## src/rtl/tcmp_pkg.sv

```systemverilog
package tcmp_pkg;
    typedef enum logic {
        CMP_DISARMED,
        CMP_ARMED
    } cmp_state_t;

    typedef enum logic [1:0] {
        CAP_INIT,
        CAP_LOW,
        CAP_HIGH
    } cap_state_t;

    typedef enum logic {
        OUT_IDLE,
        OUT_PULSE
    } out_state_t;

    localparam int FLAG_CMP = 0;
    localparam int FLAG_CAP_BASE = 1;
endpackage

```

## src/rtl/tcmp_compare.sv

```systemverilog
module tcmp_compare
    import tcmp_pkg::*;
#(
    parameter int TW = 64
) (
    input  logic          clk,
    input  logic          rst_n,
    input  logic [TW-1:0] time_in,
    input  logic          tgt_wr,
    input  logic [TW-1:0] tgt_wdata,
    input  logic          add_mode,
    input  logic [TW-1:0] reload_val,
    output logic [TW-1:0] target_q,
    output logic          hit
);
    cmp_state_t state_q, state_d;

    always_ff @(posedge clk) begin
        if (!rst_n) state_q <= CMP_DISARMED;
        else        state_q <= state_d;
    end

    always_comb begin
        state_d = state_q;
        unique case (state_q)
            CMP_DISARMED: if (tgt_wr) state_d = CMP_ARMED;
            CMP_ARMED:    state_d = CMP_ARMED;
            default:      state_d = CMP_DISARMED;
        endcase
    end

    assign hit = (state_q == CMP_ARMED) && !tgt_wr && (time_in >= target_q);

    always_ff @(posedge clk) begin
        if (!rst_n) begin
            target_q <= '0;
        end else if (tgt_wr) begin
            target_q <= tgt_wdata;
        end else if (hit) begin
            target_q <= add_mode ? (target_q + reload_val) : reload_val;
        end
    end

    a_r3_reload_target: assert property (@(posedge clk) disable iff (!rst_n)
        (hit && !add_mode) |=> (target_q == $past(reload_val)));

    a_r4_add_target: assert property (@(posedge clk) disable iff (!rst_n)
        (hit && add_mode) |=> (target_q == $past(target_q) + $past(reload_val)));

    a_r1_no_hit_disarmed: assert property (@(posedge clk) disable iff (!rst_n)
        (state_q == CMP_DISARMED) |-> !hit);
endmodule

```

## src/rtl/tcmp_capture.sv

```systemverilog
module tcmp_capture
    import tcmp_pkg::*;
#(
    parameter int TW = 64
) (
    input  logic          clk,
    input  logic          rst_n,
    input  logic          pin,
    input  logic          fall_sel,
    input  logic [TW-1:0] time_in,
    output logic [TW-1:0] cap_q,
    output logic          cap_evt
);
    cap_state_t state_q, state_d;
    logic sync1_q, sync2_q;
    logic lvl;

    always_ff @(posedge clk) begin
        if (!rst_n) begin
            sync1_q <= 1'b0;
            sync2_q <= 1'b0;
        end else begin
            sync1_q <= pin;
            sync2_q <= sync1_q;
        end
    end

    assign lvl = sync2_q ^ fall_sel;

    always_ff @(posedge clk) begin
        if (!rst_n) state_q <= CAP_INIT;
        else        state_q <= state_d;
    end

    always_comb begin
        state_d = state_q;
        unique case (state_q)
            CAP_INIT: state_d = lvl ? CAP_HIGH : CAP_LOW;
            CAP_LOW:  if (lvl)  state_d = CAP_HIGH;
            CAP_HIGH: if (!lvl) state_d = CAP_LOW;
            default:  state_d = CAP_INIT;
        endcase
    end

    assign cap_evt = (state_q == CAP_LOW) && lvl;

    always_ff @(posedge clk) begin
        if (!rst_n)       cap_q <= '0;
        else if (cap_evt) cap_q <= time_in;
    end

    a_r6_capture_value: assert property (@(posedge clk) disable iff (!rst_n)
        cap_evt |=> (cap_q == $past(time_in)));

    a_r6_no_capture_high: assert property (@(posedge clk) disable iff (!rst_n)
        (state_q == CAP_HIGH) |-> !cap_evt);
endmodule

```

## src/rtl/tcmp_outev.sv

```systemverilog
module tcmp_outev
    import tcmp_pkg::*;
#(
    parameter int PLW = 16
) (
    input  logic           clk,
    input  logic           rst_n,
    input  logic           hit,
    input  logic           en,
    input  logic           pulse_mode,
    input  logic [PLW-1:0] pulse_len,
    output logic           pin
);
    out_state_t     state_q, state_d;
    logic [PLW-1:0] cnt_q;
    logic           trig;

    assign trig = hit && en;

    always_ff @(posedge clk) begin
        if (!rst_n) state_q <= OUT_IDLE;
        else        state_q <= state_d;
    end

    always_comb begin
        state_d = state_q;
        unique case (state_q)
            OUT_IDLE:  if (trig && pulse_mode) state_d = OUT_PULSE;
            OUT_PULSE: begin
                if (trig)              state_d = pulse_mode ? OUT_PULSE : OUT_IDLE;
                else if (cnt_q == '0)  state_d = OUT_IDLE;
            end
            default:   state_d = OUT_IDLE;
        endcase
    end

    always_ff @(posedge clk) begin
        if (!rst_n) begin
            pin   <= 1'b0;
            cnt_q <= '0;
        end else if (trig) begin
            if (pulse_mode) begin
                pin   <= 1'b1;
                cnt_q <= (pulse_len == '0) ? '0 : pulse_len - 1'b1;
            end else begin
                pin <= ~pin;
            end
        end else if (state_q == OUT_PULSE) begin
            if (cnt_q == '0) pin   <= 1'b0;
            else             cnt_q <= cnt_q - 1'b1;
        end
    end

    a_r7_toggle: assert property (@(posedge clk) disable iff (!rst_n)
        (trig && !pulse_mode) |=> (pin != $past(pin)));

    a_r7_disabled_hold: assert property (@(posedge clk) disable iff (!rst_n)
        (!trig && state_q == OUT_IDLE) |=> $stable(pin));

    a_r8_pulse_start: assert property (@(posedge clk) disable iff (!rst_n)
        (trig && pulse_mode) |=> pin);

    a_r8_pulse_end: assert property (@(posedge clk) disable iff (!rst_n)
        (state_q == OUT_PULSE && !trig && cnt_q == '0) |=> !pin);
endmodule

```

## src/rtl/tcmp_event_unit.sv

```systemverilog
module tcmp_event_unit
    import tcmp_pkg::*;
#(
    parameter int TW   = 64,
    parameter int NGPI = 2,
    parameter int NGPO = 2,
    parameter int PLW  = 16,
    localparam int NF  = 1 + NGPI
) (
    input  logic               clk,
    input  logic               rst_n,
    input  logic [TW-1:0]      time_in,
    input  logic               tgt_wr,
    input  logic [TW-1:0]      tgt_wdata,
    input  logic               add_mode,
    input  logic [TW-1:0]      reload_val,
    input  logic [NGPO-1:0]    out_en,
    input  logic [NGPO-1:0]    out_pulse_mode,
    input  logic [PLW-1:0]     pulse_len,
    input  logic [NGPI-1:0]    gpi,
    input  logic [NGPI-1:0]    gpi_fall,
    input  logic [NF-1:0]      irq_en,
    input  logic [NF-1:0]      flag_clr,
    output logic [TW-1:0]      target_q,
    output logic [NGPO-1:0]    gpo,
    output logic [NGPI*TW-1:0] cap_time,
    output logic [NF-1:0]      flags,
    output logic               irq
);
    logic          hit;
    logic [NF-1:0] set_vec;

    tcmp_compare #(.TW(TW)) u_cmp (
        .clk        (clk),
        .rst_n      (rst_n),
        .time_in    (time_in),
        .tgt_wr     (tgt_wr),
        .tgt_wdata  (tgt_wdata),
        .add_mode   (add_mode),
        .reload_val (reload_val),
        .target_q   (target_q),
        .hit        (hit)
    );

    assign set_vec[FLAG_CMP] = hit;

    for (genvar i = 0; i < NGPI; i++) begin : g_cap
        tcmp_capture #(.TW(TW)) u_cap (
            .clk      (clk),
            .rst_n    (rst_n),
            .pin      (gpi[i]),
            .fall_sel (gpi_fall[i]),
            .time_in  (time_in),
            .cap_q    (cap_time[i*TW +: TW]),
            .cap_evt  (set_vec[FLAG_CAP_BASE + i])
        );
    end

    for (genvar j = 0; j < NGPO; j++) begin : g_out
        tcmp_outev #(.PLW(PLW)) u_out (
            .clk        (clk),
            .rst_n      (rst_n),
            .hit        (hit),
            .en         (out_en[j]),
            .pulse_mode (out_pulse_mode[j]),
            .pulse_len  (pulse_len),
            .pin        (gpo[j])
        );
    end

    always_ff @(posedge clk) begin
        if (!rst_n) flags <= '0;
        else        flags <= (flags & ~flag_clr) | set_vec;
    end

    assign irq = |(flags & irq_en);

    a_r2_hit_sets_flag: assert property (@(posedge clk) disable iff (!rst_n)
        hit |=> flags[FLAG_CMP]);

    for (genvar k = 0; k < NF; k++) begin : g_flag_chk
        a_r9_set_wins: assert property (@(posedge clk) disable iff (!rst_n)
            set_vec[k] |=> flags[k]);
        a_r9_clear: assert property (@(posedge clk) disable iff (!rst_n)
            (flag_clr[k] && !set_vec[k]) |=> !flags[k]);
    end
endmodule

```

## config.mk

```make
export PLATFORM = sky130hd
export DESIGN_NAME = tcmp_event_unit
export DESIGN_NICKNAME = d
export VERILOG_FILES = /design/src/rtl/tcmp_pkg.sv /design/src/rtl/tcmp_compare.sv /design/src/rtl/tcmp_capture.sv /design/src/rtl/tcmp_outev.sv /design/src/rtl/tcmp_event_unit.sv
export SDC_FILE = /design/constraint.sdc
export NUM_CORES = 1
export LEC_CHECK = 0
export CAP_MARGIN = 5
export CORE_ASPECT_RATIO = 0.75
export CORE_MARGIN = 3
export CORE_UTILIZATION = 50
export DETAILED_ROUTE_END_ITERATION = 7
export DONT_BUFFER_PORTS = 1
export PLACE_DENSITY = 0.64
export REMOVE_ABC_BUFFERS = 1
export SLEW_MARGIN = 20
export SYNTH_ARGS = -nofsm -noshare
export SYNTH_HDL_FRONTEND = slang
export SYNTH_HIERARCHICAL = 1
export SYNTH_SLANG_ARGS = --single-unit
```

## constraint.sdc

```tcl
create_clock -name clk -period 10 [get_ports clk]
set_input_delay 1.5 -clock clk [delete_from_list [all_inputs] [get_ports clk]]
set_output_delay 1.5 -clock clk [all_outputs]
set_load 0.03 [all_outputs]
```

### Word level (Yosys, flattened, before mapping)

Index checks and enable logic that the tools add are counted.

| word-level totals | value |
|---|---|
| input port bits | 226 |
| flip-flop bits (word level) | 240 |
| output and inout port bits | 198 |
| logic and storage cells | 111 |

| operators by class | value |
|---|---|
| add/sub/neg operators | 4 |
| magnitude comparators | 1 |
| reductions and logical operators | 26 |
| bitwise logic cells | 11 |
| mux-type cells | 40 |
| equal/unequal tests | 12 |

Operator list:

| operator | number |
|---|---|
| $mux 64 | 3 |
| $mux 16 | 9 |
| $add 64x64->64 | 1 |
| $ge 64x64->1 | 1 |
| $logic_not 16->1 | 3 |
| $sub 16x1->16 const B | 3 |
| $mux 1 | 17 |
| $mux 2 | 6 |
| $pmux 2 s3 | 2 |
| $reduce_bool 2->1 | 5 |
| $logic_and 1x1->1 | 8 |
| $ne 2x1->1 const B | 4 |
| $ne 2x2->1 const B | 4 |
| $reduce_and 2->1 | 4 |
| $and 3x3->3 | 2 |
| $pmux 1 s2 | 3 |
| $reduce_and 3->1 | 2 |
| $not 1->1 | 5 |
| $eq 2x1->1 const B | 2 |
| $eq 2x2->1 const B | 2 |
| $logic_not 2->1 | 2 |
| $not 3->3 | 1 |
| $or 3x3->3 | 1 |
| $reduce_or 3->1 | 1 |
| other kinds (2) | 3 |

### Depth between registers and ports, before layout

| depth | value |
|---|---|
| depth after elaboration | 7 |
| gate-level depth with buffers | 18 |
| mapped depth without buffers | 14 |

### Modules after synthesis

Netlist, hierarchy kept.

Modules (own cells, without submodules):

| module | cells an instance | area each (µm²) | times used | seq. area each (µm²) |
|---|---|---|---|---|
| tcmp_compare | 1,207 | 8,797.2 | 1 | 1,301.2 |
| tcmp_capture | 290 | 2,661.3 | 2 | 1,361.3 |
| tcmp_outev | 187 | 1,458.9 | 2 | 360.3 |
| tcmp_event_unit | 11 | 115.1 | 1 | 60.1 |

### Least setup slack after synthesis

Ideal clock, no wire load.

| path | value |
|---|---|
| path type | input-to-reg |
| from | in time_in[41] |
| to | reg g_out[0].u_out.cnt_q[12] |
| stages | 16 |
| path slack | 4,906 ps |
| setup time | 125 ps |
| required time | 9,875 ps |
| arrival | 4,969 ps |
| path buffers | 3 |
| cells stage by stage | ha_1 -> a21o_1 -> a211oi_1 -> o21bai_1 -> a211o_1 -> a311oi_1 -> o21ai_1 -> a211o_1 -> clkbuf_1 -> clkbuf_1 -> clkbuf_1 -> nand2_1 -> nand2_1 -> a21o_1 -> o311a_2 -> o41a_1 |

| on the way | value |
|---|---|
| longest elaborated chain between the ends | 5 |
| elaborated cells between the ends (all ways) | 8 |
| those cells by class | order compare (1); eq/ne (2); mux (1); reduce/logical (4) |

RTL lines:

| item | RTL line | RTL |
|---|---|---|
| from (decl) | tcmp_event_unit.sv:12 | `input logic [TW-1:0] time_in,` |
| $ge 64x64->1 * | tcmp_compare.sv:32 | `assign hit = (state_q == CMP_ARMED) && !tgt_wr && (time_in >= target_q);` |
| $logic_and 1x1->1 * | tcmp_compare.sv:32 |  |
| net hit | tcmp_event_unit.sv:30 | `logic hit;` |
| $logic_and 1x1->1 * | tcmp_outev.sv:18 | `assign trig = hit && en;` |
| $ne 2x1->1 (no line), or another cell as far along | -- |  |
| $reduce_and 3->1 (no line) | -- |  |
| to (signal assigned) | tcmp_outev.sv:44 | `cnt_q <= (pulse_len == '0) ? '0 : pulse_len - 1'b1;` |
| to (signal assigned) | tcmp_outev.sv:50 | `else cnt_q <= cnt_q - 1'b1;` |
| to (decl) | tcmp_outev.sv:15 | `logic [PLW-1:0] cnt_q;` |

Mark *: on every way through the listed nets, which the timed path passes. The rest lies on a longest branch.
A chain may end at the register's enable or synchronous reset.

### Worst setup path after layout

| path | value |
|---|---|
| from | in time_in[0] |
| to | reg g_out[1].u_out.cnt_q[9] |

| on the way | value |
|---|---|
| longest elaborated chain between the ends | 5 |
| elaborated cells between the ends (all ways) | 8 |
| those cells by class | order compare (1); eq/ne (2); mux (1); reduce/logical (4) |

RTL lines:

| item | RTL line |
|---|---|
| $ge 64x64->1 * | tcmp_compare.sv:32 |
| $logic_and 1x1->1 * | tcmp_compare.sv:32 |
| net hit | tcmp_event_unit.sv:30 |
| $logic_and 1x1->1 * | tcmp_outev.sv:18 |
| $ne 2x1->1 (no line), or another cell as far along | -- |
| $reduce_and 3->1 (no line) | -- |
| to (signal assigned) | tcmp_outev.sv:44 |
| to (signal assigned) | tcmp_outev.sv:50 |
| to (decl) | tcmp_outev.sv:15 |

Marks and branches as above.

==> flow_summary.yaml <==
run_status:
  outcome: "finished clean"
finish:
  syn2layout_area_growth_pct: 4.87
  antenna_cells: 0
  fin_nets: 2441
  multi_input_area_sq_um: 11300
  drive_gt1_share_pct: 4.15
  ff_latch_area_sq_um: 4800
  final_cells: 2547
  n_fill_cell: 3262
cts:
  hold_buffers: 0
  tritoncts: "yes"
  cts_htree_levels: 1
  cts_made_buffers: 26
  clock_latency_ps: 550
  numClockSinks: 240
  clk_path_buf_depth: 3
  post-cts-setup-buffers: 0
  cts.clk_slew.worst_paths_ps: 60
  clockRootBuffer: "clkbuf_16"
  cts_resized: 0
detailed_routing:
  vias: 16032
  drtIter0Drc: 1248
  antenna_left: 0
  drt-pass1-iter-count: 7
  drc_errors: 0
  routed_wl_microns: 56600
  vias_per_cell: 6.29
  wl_per_cell_microns: 22.2
synth:
  syn_avg_cell_area_sq_um: 7.90
  yosysWarnings: 6
  ys_types: 88
  synth.most_common_cell: "nand2_1"
  ys.flop_type: "dfxtp_1"
  yosys.area.top_type: "dfxtp_1"
  synthCells: 2172
  yosysTopAreaCellShare_pct: 28.0
  synth-edff-count: 0
  ys_seq_area_share_pct: 28.0
  syn_area_sq_um: 17200
  yosys-top-cells-area: "dfxtp_1, ha_1, mux2i_1"
  yosys-top-cells-count: "nand2_1, dfxtp_1, mux2i_1"
  synthArstFlopShare_pct: 0
  synth_seq_cells: 240
timing:
  tightest_slew_ps: 1090
  post-route-period-util_pct: 59.2
  clock_skew_ps: 11.7
  min_period_ps: 5920
  fmax_mhz: 169
  hold_viol_final: 0
  setup_viol: 0
  slew_violations: 0
  setup_tns_ps: 0
  relSlewSlack_pct: 27.5
  grt_setup_unrepaired: "false"
place:
  hpwl_microns: 42600
  place_congestion: 0.956
  numPlacedInstances: 2503
  portBuffers: 0
worst_setup_path:
  critPathRequiredTime_ps: 10440
  crit_slowest_cell: "a21oi_1"
  rr_worst_depth: 15
  worstSetupEndpointType: "flop"
  crit_chain: "inv_1 > ha_1 > nand2b_1 > a21o_1 > a211oi_1 > o21ai_0 > a31oi_1 > nor3_1 > a211o_4 > buf_4 > nand2_1 > nand2_1 > a21oi_1 > o21ai_0 > a32o_1"
  reg2reg_setup_slack_ps: 4330
  crit_path_start_kind: "input pin"
  cp.arrival_ps: 6360
  worstPathMaxFanout: 60
  cpPeakStageDelay_ps: 860
  critPathKind: "input pin to flop"
grt:
  grtUsageTotal_pct: 29.3
  grt_max_degree: 372
  grt_overflow: 0
  antenna_found_initial: 4
  grt_pass1_vias: 15189
  grt_pass1_wl_microns: 86900
floorplan:
  die_y_microns: 166
  rows: 58
  die_area_sq_um: 36600
  core_sq_um: 33700
  start_util_pct: 50.9
  boundaryPins: 424
  dieWidth_microns: 220
min_path:
  holdCritPathClass: "flop to flop"
  whs_path_depth: 1
power_and_ir_drop:
  leakage_nw: 7.20
  worst_ir_drop_vdd_uv: 118
  powerDensity_nw_per_um2: 149
flow_run:
  maxCapViolations: 0
==> worst max-delay path, delay by kind of cell <==
family                     cells  cell delay [ps]
AOI/OAI and AO/OA              8             3200
and+or+nand+nor                4              900
buffers and inverters          2              400
adders and majority gates      1              280
==> cell families (layout without fill, tap and decap cells) <==
logic type | after synthesis | after routing | share of synthesized area [%]
AND/OR/NAND/NOR | 750 | 750 | 20.3
AO/OA/AOI/OAI | 583 | 583 | 22.9
flip-flops | 240 | 240 | 28.0
buffers and inverters | 235 | 160 | 6.06
multiplexers | 161 | 161 | 9.43
adder cells (fa/ha/maj) | 134 | 134 | 9.82
XOR/XNOR | 69 | 69 | 3.52
==> path summary, 6_finish.rpt <==
path,startpoint,endpoint
min,g_cap[0].u_cap/sync1_q$_SDFF_PN0_,g_cap[0].u_cap/sync2_q$_SDFF_PN0_
min reg2reg,g_cap[0].u_cap/sync1_q$_SDFF_PN0_,g_cap[0].u_cap/sync2_q$_SDFF_PN0_
max,time_in[0],g_out[1].u_out/cnt_q[9]$_SDFFE_PN0P_
max reg2reg,u_cmp/target_q[13]$_SDFFE_PN0P_,g_out[1].u_out/cnt_q[9]$_SDFFE_PN0P_
==> area by class of cell <==
class | instances | area share (%)
Tap cell | 450 | 3.13
Clock inverter | 7 | 0.334
Inverter | 106 | 2.21
Sequential cell | 240 | 26.7
Timing Repair Buffer | 10 | 0.417
Clock buffer | 37 | 4.19
Multi-Input combinational cell | 1697 | 63.0
==> registers in the layout, indices dropped and copies added (netlist names) <==
signal / cells
g_cap.u_cap/sync1_q: 2
g_cap.u_cap/state_q: 4
g_cap.u_cap/cap_q: 128
g_out.u_out/pin: 2
g_cap.u_cap/sync2_q: 2
u_cmp/target_q: 64
u_cmp/state_q: 1
g_out.u_out/cnt_q: 32
flags: 3
g_out.u_out/state_q: 2
==> placed cells by master, fill, tap and decap left out, types with 11 or more instances in the layout <==
cell,n
a211oi_1,17
a21boi_1,20
a21o_1,54
a21oi_1,150
a31oi_1,22
a32o_1,11
and3_1,16
clkbuf_16,27
dfxtp_1,240
ha_1,133
inv_1,105
mux2i_1,156
nand2_1,409
nand3_1,51
nand4_1,35
nor2_1,87
nor2b_1,16
nor3_1,40
o211ai_1,35
o21a_1,14
o21ai_0,88
o21ai_1,14
o21bai_1,13
o221ai_1,23
o22ai_1,14
o31ai_1,21
or3_1,24
xnor2_1,47
xor2_1,22
==> where the power goes <==
part	internal (W)	total, W	switching [W]
Clock	0.000545	0.000949	0.000404
Sequential	0.00100	0.00114	0.000137
Combinational	0.000253	0.000597	0.000344
==> routing by layer <==
| metal | up-vias | track usage (%) | wire (microns) |
|---|---|---|---|
| met2 | 691 | 44.6 | 24000 |
| met1 | 7570 | 40.3 | 24800 |
| li1 | 7649 | - | - |
| met5 | - | 0 | 57 |
| met3 | 114 | 8.78 | 5910 |
| met4 | 8 | 8.00 | 1790 |
==> through the flow <==
stage                     utilization, %  setup WS, ps  area, sq um  power, W  hold WS (ps)
after CTS                           53.4          4160        18000   0.00270           440
after global routing                53.4          3800        18000   0.00282           467
after global placement              51.0          3650        17200   0.00174           420
after floorplan                        -          3900        16500   0.00161           412
after detailed placement            51.0          3600        17200   0.00175           424
final                               53.4          4080        18000   0.00269           437
No activity file was read; power rests on OpenSTA's default activity.
